**src/rtl/pwr_seq_pkg.sv**
```systemverilog
package pwr_seq_pkg;

    typedef enum logic [2:0] {
        M_ACTIVE = 3'd0,
        M_IDLE   = 3'd1,
        M_SLEEP  = 3'd2,
        M_PDS    = 3'd3,
        M_EPDS   = 3'd4,
        M_DEEP   = 3'd5
    } pmode_e;

    typedef enum logic [1:0] {
        S_RUN,
        S_GATE,
        S_LOW,
        S_RESTORE
    } seq_e;

    typedef struct packed {
        logic cpu;
        logic sys;
    } clk_set_t;

    typedef struct packed {
        logic radio;
        logic core;
        logic aon;
        logic ram;
        logic lpo;
    } pwr_set_t;

    function automatic logic mode_ok(logic [2:0] code);
        return (code >= 3'd1) && (code <= 3'd5);
    endfunction

    function automatic clk_set_t clk_of(pmode_e m);
        clk_set_t c;
        c.cpu = (m == M_ACTIVE);
        c.sys = (m == M_ACTIVE) || (m == M_IDLE);
        return c;
    endfunction

    function automatic pwr_set_t pwr_of(pmode_e m, logic tmr);
        pwr_set_t p;
        p.radio = (m <= M_SLEEP);
        p.core  = (m <= M_SLEEP);
        p.aon   = (m <= M_PDS);
        p.ram   = (m <= M_EPDS);
        p.lpo   = (m != M_DEEP) || tmr;
        return p;
    endfunction

endpackage

```
**src/rtl/pwr_wake_timer.sv**
```systemverilog
module pwr_wake_timer #(
    parameter int TMR_W = 32
) (
    input  logic             clk,
    input  logic             rst_n,
    input  logic             load,
    input  logic [TMR_W-1:0] load_val,
    input  logic             run,
    input  logic             tick,
    output logic             expired
);
    logic [TMR_W-1:0] cnt;

    always_ff @(posedge clk or negedge rst_n) begin
        if (!rst_n) begin
            cnt <= '0;
        end else if (load) begin
            cnt <= load_val;
        end else if (run && tick && (cnt != '0)) begin
            cnt <= cnt - 1'b1;
        end
    end

    assign expired = (cnt == '0);
endmodule

```
**src/rtl/pwr_dom_decode.sv**
```systemverilog
module pwr_dom_decode
    import pwr_seq_pkg::*;
(
    input  pmode_e   clk_lvl,
    input  pmode_e   pwr_lvl,
    input  logic     tmr_en,
    output clk_set_t clks,
    output pwr_set_t pwrs
);
    always_comb begin
        clks = clk_of(clk_lvl);
        pwrs = pwr_of(pwr_lvl, tmr_en);
    end
endmodule

```
**src/rtl/pwr_wake_record.sv**
```systemverilog
module pwr_wake_record (
    input  logic       clk,
    input  logic       por_n,
    input  logic       clr,
    input  logic       cap,
    input  logic       cap_tmr,
    input  logic       cap_gpio,
    input  logic       cap_deep,
    output logic [1:0] cause,
    output logic       from_deep
);
    always_ff @(posedge clk or negedge por_n) begin
        if (!por_n) begin
            cause     <= 2'b00;
            from_deep <= 1'b0;
        end else if (clr) begin
            cause     <= 2'b00;
            from_deep <= 1'b0;
        end else if (cap) begin
            cause     <= {cap_gpio, cap_tmr};
            from_deep <= cap_deep;
        end
    end
endmodule

```
**src/rtl/pwr_seq_ctrl.sv**
```systemverilog
module pwr_seq_ctrl
    import pwr_seq_pkg::*;
#(
    parameter int TMR_W = 32
) (
    input  logic             clk,
    input  logic             rst_n,
    input  logic             por_n,
    input  logic             cmd_valid,
    input  logic [2:0]       cmd_mode,
    input  logic             cmd_tmr_en,
    input  logic [TMR_W-1:0] wake_time,
    input  logic             lp_tick,
    input  logic             gpio_evt,
    input  logic             pwr_ready,
    output logic             cpu_clk_en,
    output logic             sys_clk_en,
    output logic             radio_pwr_en,
    output logic             core_pwr_en,
    output logic             aon_pwr_en,
    output logic             ram_ret_en,
    output logic             lpo_en,
    output logic [2:0]       cur_mode,
    output logic [1:0]       wake_cause,
    output logic             from_deepoff,
    output logic             reinit_req
);
    seq_e     state, nxt_state;
    pmode_e   tgt, clk_lvl, pwr_lvl;
    logic     tmr_en, reinit_q, expired;
    logic     accept, wake, restore_done;
    clk_set_t clks;
    pwr_set_t pwrs;

    assign accept       = (state == S_RUN) && cmd_valid && !gpio_evt && mode_ok(cmd_mode);
    assign wake         = (state == S_LOW) && (gpio_evt || (tmr_en && expired));
    assign restore_done = (state == S_RESTORE) && pwr_ready;

    // next-state process
    always_comb begin
        nxt_state = state;
        unique case (state)
            S_RUN:     if (accept)    nxt_state = S_GATE;
            S_GATE:                   nxt_state = S_LOW;
            S_LOW:     if (wake)      nxt_state = S_RESTORE;
            S_RESTORE: if (pwr_ready) nxt_state = S_RUN;
            default:                  nxt_state = S_RUN;
        endcase
    end

    // state register and level registers
    always_ff @(posedge clk or negedge rst_n) begin
        if (!rst_n) begin
            state    <= S_RUN;
            tgt      <= M_ACTIVE;
            clk_lvl  <= M_ACTIVE;
            pwr_lvl  <= M_ACTIVE;
            tmr_en   <= 1'b0;
            reinit_q <= 1'b0;
        end else begin
            state    <= nxt_state;
            reinit_q <= restore_done && (tgt == M_DEEP);
            if (accept) begin
                tgt     <= pmode_e'(cmd_mode);
                clk_lvl <= pmode_e'(cmd_mode);
                tmr_en  <= cmd_tmr_en;
            end
            if (state == S_GATE) pwr_lvl <= tgt;
            if (wake)            pwr_lvl <= M_ACTIVE;
            if (restore_done) begin
                clk_lvl <= M_ACTIVE;
                tgt     <= M_ACTIVE;
            end
        end
    end

    pwr_wake_timer #(.TMR_W(TMR_W)) timer_i (
        .clk      (clk),
        .rst_n    (rst_n),
        .load     (accept),
        .load_val (wake_time),
        .run      (state == S_LOW),
        .tick     (lp_tick && tmr_en),
        .expired  (expired)
    );

    pwr_dom_decode decode_i (
        .clk_lvl (clk_lvl),
        .pwr_lvl (pwr_lvl),
        .tmr_en  (tmr_en),
        .clks    (clks),
        .pwrs    (pwrs)
    );

    pwr_wake_record record_i (
        .clk       (clk),
        .por_n     (por_n),
        .clr       (accept),
        .cap       (wake),
        .cap_tmr   (tmr_en && expired),
        .cap_gpio  (gpio_evt),
        .cap_deep  (tgt == M_DEEP),
        .cause     (wake_cause),
        .from_deep (from_deepoff)
    );

    // output process
    always_comb begin
        cpu_clk_en   = clks.cpu;
        sys_clk_en   = clks.sys;
        radio_pwr_en = pwrs.radio;
        core_pwr_en  = pwrs.core;
        aon_pwr_en   = pwrs.aon;
        ram_ret_en   = pwrs.ram;
        lpo_en       = pwrs.lpo;
        cur_mode     = tgt;
        reinit_req   = reinit_q;
    end
endmodule

```
**config.mk**
```make
export PLATFORM = sky130hd
export DESIGN_NAME = pwr_seq_ctrl
export DESIGN_NICKNAME = d
export VERILOG_FILES = /design/src/rtl/pwr_seq_pkg.sv /design/src/rtl/pwr_wake_timer.sv /design/src/rtl/pwr_dom_decode.sv /design/src/rtl/pwr_wake_record.sv /design/src/rtl/pwr_seq_ctrl.sv
export SDC_FILE = /design/constraint.sdc
export NUM_CORES = 1
export LEC_CHECK = 0
export ABC_AREA = 1
export BUFFER_PORTS_ARGS = -buffer_cell sky130_fd_sc_hd__buf_2
export CAP_MARGIN = 40
export CORE_MARGIN = 1.5
export CORE_UTILIZATION = 45
export DETAILED_ROUTE_END_ITERATION = 12
export PLACE_DENSITY = 0.67
export SETUP_SLACK_MARGIN = 0.2
export SLEW_MARGIN = 20
export SYNTH_ARGS = -nofsm -noshare
export SYNTH_HDL_FRONTEND = slang
export SYNTH_SLANG_ARGS = --single-unit
```
**constraint.sdc**
```tcl
create_clock -name clk -period 2.7 [get_ports clk]
set_input_delay 0.54 -clock clk [delete_from_list [all_inputs] [get_ports clk]]
set_output_delay 0.54 -clock clk [all_outputs]
set_load 0.01 [all_outputs]
```
==> results of run 1 <==
-- power by group through the flow --
stage	clock network [mW]	logic, mW	registers [mW]
final	0.556	1.91	1.25
after CTS	0.563	1.91	1.25
after detailed placement	0	1.90	1.27
after floorplan	0	1.50	1.18
after global placement	0	1.87	1.26
after global routing	0.591	2.24	1.30
-- state kept, by name (all words and copies together) (netlist names) --
signal / count
record_i.cause: 2
state: 2
reinit_req: 1
pwr_lvl: 3
clk_lvl: 3
timer_i.cnt: 32
tmr_en: 1
record_i.from_deep: 1
-- critical path: cells and delay by family (launching register included) --
kind / cells / cell delay [ns]
adders and majority gates: 1 / 0.21
DFF: 1 / 0.38
and+or+nand+nor: 8 / 1.34
buffers and inverters: 2 / 0.16
-- final cells by class --
type	instances	share of cell area, %
sequential	45	30.1
clock inverter	2	1.00
clock buffer	6	2.20
inverter	46	4.61
tap	96	3.21
multi-input combinational	409	49.8
timing repair buffer	62	9.08
-- per-layer routing --
metal / wire [um] / track usage [%] / vias up / part of all wire, %
met1: 3700 / 29.3 / 1518 / 45
met5: 0 / 0 / - / 0
li1: - / - / 1746 / -
met2: 4090 / 42.1 / 70 / 50
met3: 342 / 3.49 / 12 / 4.1
met4: 128 / 6.82 / 0 / 1.5
-- cells by family (layout without fill, tap and decap cells) --
family                     count (synthesis)  in the layout  share of synthesized area (%)
AOI/OAI and AO/OA                         49             49                           8.07
DFF                                       45             45                           34.6
xor gates and xnor gates                   4              4                           1.08
adders and majority gates                  6              6                           2.31
and+or+nand+nor                          350            350                           45.8
buffers and inverters                     63            116                           8.15
-- synthesized netlist by cell type, drive strengths merged --
master  instances
and3            1
nand3b          3
nand2         188
xor2            4
buf            11
a22oi           1
nand4           6
o21ai          37
dfrtp          45
a31oi           2
o21bai          5
ha              6
a21oi           4
nor4            1
nor2           78
nand3          63
clkbuf          6
or2             5
and2            1
nor3            4
inv            46
-- worst paths after layout --
kind,start,end,slack [ns],cells past startpoint
worst max-delay path,timer_i.cnt[0],timer_i.cnt[24],0.53,11
worst min-delay path,rst_n,timer_i.cnt[11],0.30,2
worst max register to register,timer_i.cnt[0],timer_i.cnt[24],0.53,11
worst min register to register,record_i.cause[0],record_i.cause[0],0.51,2
max in group asynchronous,rst_n,timer_i.cnt[26],2.01,2
min in group clk,cmd_tmr_en,tmr_en,0.44,3
-- stage by stage --
step | hold WS [ns] | setup WS [ns] | instances
after floorplan | 0.244 | 0.948 | 517
after global placement | 0.337 | 0.595 | 657
after detailed placement | 0.342 | 0.533 | 657
after CTS | 0.00291 | 0.516 | 665
after global routing | 0.348 | 0.273 | 666
final | 0.298 | 0.530 | 666
==> reports/qor.csv, run 1 <==
metric,value,unit
Switching Power,1.79,mW
Tot Pwr,3.72,mW
DRC viols,0,
Worst EP arrival,2.42,ns
Sequential Area,1130,um2
Post-Syn Area,3260,um2
Core Region,6910,um2
initial antenna violation count,0,
cell taking the most area after synthesis,dfrtp_1,
post-route core utilization,54.2,%
CTS tree,built,
Die Wd,88.1,um
Max-cap violations,0,
IO Pins,57,
CTS clock-pin slew for the worst setup and hold paths,0.10,ns
Yosys reg bits,45,
hpwl dp,6.15,mm
post-layout net count,618,
"Slew Viols, Final",0,
GRT Util Overall,23.5,%
final setup fails,0,
I/O Buffers,56,
synth warn,0,
"Avg Cell Area, Syn",6.30,um2
fmax,461,MHz
initial core utilization,47.1,%
Layout fillers,766,
outcome,"finished, final reports clean",
DRT Wirelength,8.26,mm
Vias,3346,
VDD IR max,0.508,mV
Gate power share,51.3,%
Final Hold Vio Count,0,
most frequent cells in the layout,"nand2_1 (182), nor2_1 (72), nand3_1 (63), buf_2 (56)",
CP Capture Type,flop,
"Slowest-stage cell, CP",dfrtp_1,
synth top area cells,"dfrtp_1 (35%), nand2_1 (21%), nand3_1 (9.7%)",
Crit Path Max Fanout,49,
TritonCTS buffer count,5,
crit path kind,flop to flop,
design area,3750,um2
Routed Antenna Nets,0,
Worst Tran Pin Value,0.565,ns
sequential share of the synthesized area,34.6,%
Max H-tree Level,2,
ANT cells,0,
synth-to-layout area growth,15.1,%
wire length per cell,12.4,um
"most common cell after layout, fill and taps aside",nand2_1,
share of cells above drive strength 1,15.3,%
Crit path largest cell delay,0.38,ns
post-synth cell types,29,
GRT Residual Overflow,0,
RePlAce Congestion,0.857,
maximum root-to-sink buffer count,2,
minimum clock period,2.17,ns
clk_lat worst skew,0.31,ns
Slew HR,62.3,%
DIE HEIGHT,88.1,um
CTS Hold Bufs,0,
full die area,7750,um2
PwrDens,993,nW/um2
Multi-input gate area,1870,um2
post_cts resized,0,
clock sinks,45,
cells after synthesis,517,
HP Class,primary input to asynchronous set/reset pin,
Reg power frac,33.7,%
Worst Path Required,2.95,ns
Pint,1.93,mW
Pre-antenna DRT Iters,4,
Static Leak,1.94,nW
final clock skew,0.0137,ns
critical-path cell list,inv_1 -> ha_1 -> nand2_1 -> nor2_4 -> inv_2 -> nor2_4 -> nand2_2 -> nand2_4 -> nand2_4 -> and2_1 -> nor2_1,
Post-CTS Setup Bufs,0,
pin count of the biggest net entering global routing,55,
Yosys top cell area share,34.6,%
Post-Place Cell Area,3620,um2
RSZ-0062 raised after global routing,false,
vias in the first global route,3289,
Syn Nets,566,
final cycle utilization of the critical path,80.4,%
first-pass GRT wire length,14.4,mm
Initial DRC Count,197,
DR vias/cell,5.02,
crit start category,flop,
Switching Fraction,48.0,%
CTS root buf,clkbuf_8,
power share of the clock group,15.0,%
row cnt,30,
Fin Setup TNS,0,ns
(Power assumes the default switching activity.)
==> inputs of run 2 (changes only) <==
==> constraint.sdc (replaced) <==
create_clock -name clk -period 2.15 [get_ports clk]
set_input_delay 0.43 -clock clk [delete_from_list [all_inputs] [get_ports clk]]
set_output_delay 0.43 -clock clk [all_outputs]
set_load 0.01 [all_outputs]
==> run 2 against run 1 <==
- first-iteration DRC count increased by 31%
- global-route usage down 0.39 points
- power is 29% higher
- worst setup slack got worse by 0.21 ns
- sequential share of layout area down 1.5 points
- combinational power up 38%
- hold slack worse by 0.10 ns
- non-clock buffer count rose by 14
- critical path depth fell by 1
- die area unchanged
- maximum frequency rose by 19%
- via count grew 6.1%
- critical path type unchanged
- largest cell class unchanged
- largest power group unchanged
==> reports/qor.csv, run 2 (synthesis results as in run 1) <==
metric,value,unit,change
Max-cap violations,0,,unchanged
vias in the first global route,3235,,-1.6%
Fin Setup TNS,0,ns,unchanged
outcome,"finished, final reports clean",,
Final Hold Vio Count,0,,unchanged
post-layout net count,635,,+2.8%
Worst Tran Pin Value,0.563,ns,-0.00188 ns
fin cells,683,,+2.6%
PwrDens,1220,nW/um2,+23%
crit path kind,flop to flop,,
Pre-antenna DRT Iters,4,,unchanged
DRT Wirelength,9.00,mm,+8.9%
CTS clock-pin slew for the worst setup and hold paths,0.09,ns,about the same
Max H-tree Level,2,,unchanged
CP Capture Type,flop,,
Layout fillers,715,,-6.7%
ANT cells,0,,unchanged
Die Wd,88.1,um,unchanged
wire length per cell,13.2,um,+6.2%
crit start category,flop,,
initial antenna violation count,0,,unchanged
I/O Buffers,56,,unchanged
fmax,546,MHz,+19%
final cycle utilization of the critical path,85.1,%,+4.7 points
largest registers,"timer_i.cnt (32), clk_lvl (3), pwr_lvl (3)",,
maximum root-to-sink buffer count,2,,unchanged
hpwl dp,6.15,mm,about the same
VDD IR max,0.662,mV,+30%
"Slew Viols, Final",0,,unchanged
Top reg by flops,timer_i.cnt,,
DR vias/cell,5.20,,+3.4%
initial core utilization,47.1,%,unchanged
Worst EP arrival,2.02,ns,-0.40 ns
RSZ-0062 raised after global routing,false,,
CTS root buf,clkbuf_8,,
clock sinks,45,,unchanged
GRT Residual Overflow,0,,unchanged
Routed Antenna Nets,0,,unchanged
IO Pins,57,,unchanged
worst setup path startpoint,timer_i.cnt[8],,
"most common cell after layout, fill and taps aside",nand2_1,,
CTS tree,built,,
Initial DRC Count,258,,+31%
Vias,3549,,+6.1%
GRT Util Overall,23.1,%,-0.39 points
most frequent cells in the layout,"nand2_1 (180), nor2_1 (68), nand3_1 (63), buf_2 (56), inv_1 (45)",,
TritonCTS buffer count,5,,unchanged
Static Leak,2.04,nW,+4.9%
Worst Path Required,2.34,ns,-0.61 ns
final setup fails,0,,unchanged
row cnt,30,,unchanged
first-pass GRT wire length,14.3,mm,-0.96%
clk_lat worst skew,0.30,ns,about the same
DIE HEIGHT,88.1,um,unchanged
pin count of the biggest net entering global routing,50,,-9.1%
final clock skew,0.00626,ns,-0.00741 ns
HP Class,primary input to asynchronous set/reset pin,,
minimum clock period,1.83,ns,-0.340 ns
Crit Path Max Fanout,12,,-76%
share of cells above drive strength 1,19.4,%,+4.2 points
worst r2r src,timer_i.cnt[8],,
DRC viols,0,,unchanged
Core Region,6910,um2,unchanged
Slew HR,62.5,%,+0.13 points
RePlAce Congestion,0.855,,-0.19%
# placed instances,660,,+0.46%
full die area,7750,um2,unchanged
max FFs per register,32,,unchanged
synth-to-layout area growth,21.1,%,
==> run 2: cell count changes in the layout (fill, tap and decap cells not counted), moves of 3 or more <==
cell	previous run	this run
buf_4	4	14
nand2_8	0	3
nor2_1	72	68
nor2_2	4	7
==> run 2: critical path: stages (launching register included) <==
cell     delay (ns)
dfrtp_1        0.42
nor2_2         0.25
nand2_2        0.11
nor2_2         0.12
nand2_1        0.11
nor2_4         0.11
nand2_2        0.11
nand2_8        0.16
nand2_4        0.15
nand2_1        0.10
o21ai_1        0.06
==> run 2: final timing paths <==
path                       cells after the start  slack [ns]           endpoint
setup reg to reg                              10        0.32    timer_i.cnt[14]
hold / removal                                 2        0.19    timer_i.cnt[11]
max in group asynchronous                      2        1.56    timer_i.cnt[19]
hold reg to reg                                2        0.51  record_i.cause[0]
setup / recovery                              10        0.32    timer_i.cnt[14]
min in group clk                               3        0.34             tmr_en
==> run 2: power breakdown <==
group	switching, mW	internal (mW)
clock network	0.306	0.291
registers	0.393	1.19
logic	1.64	0.989
total	2.34	2.47
==> run 2: through the flow <==
step	cell area (um2)	setup WS (ns)	util (%)	total power [mW]	hold WS, ns
6_report	3940	0.320	57.1	4.81	0.194
4_1_cts	3760	0.186	54.5	4.63	0.218
3_3_place_gp	3640	0.170	52.7	3.95	0.227
3_5_place_dp	3640	0.0911	52.7	4.00	0.228
5_1_grt	3940	0.188	57.1	5.28	0.252
2_1_floorplan	3260	0.398	-	3.37	0.134
==> run 2: cell type report <==
class,count,area [um2],area share [%]
clock buffers,7,96.3,2.44
flip-flops and latches,45,1130,28.6
well taps,96,120,3.05
clock inverters,1,5.00,0.127
inverters,46,173,4.38
repair buffers,76,468,11.9
multi-input cells,412,1950,49.6
==> run 2: layer usage <==
| layer | routed length, um | GRT usage [%] |
|---|---|---|
| met4 | 94 | 5.82 |
| met5 | 0 | 0 |
| met2 | 4420 | 41.1 |
| met1 | 4100 | 29.5 |
| met3 | 388 | 3.39 |
==> run 2: what timing repair did <==
item / 4_1_cts / 5_1_grt
hold buffers: 1 / 0
buffers inserted: 0 / 11
setup endpoints to repair: 31 / 42
pin swaps: 0 / 4
cloned: 0 / 3
endpoints found under the hold margin: 3 / 0
gates resized for setup: 2 / 21
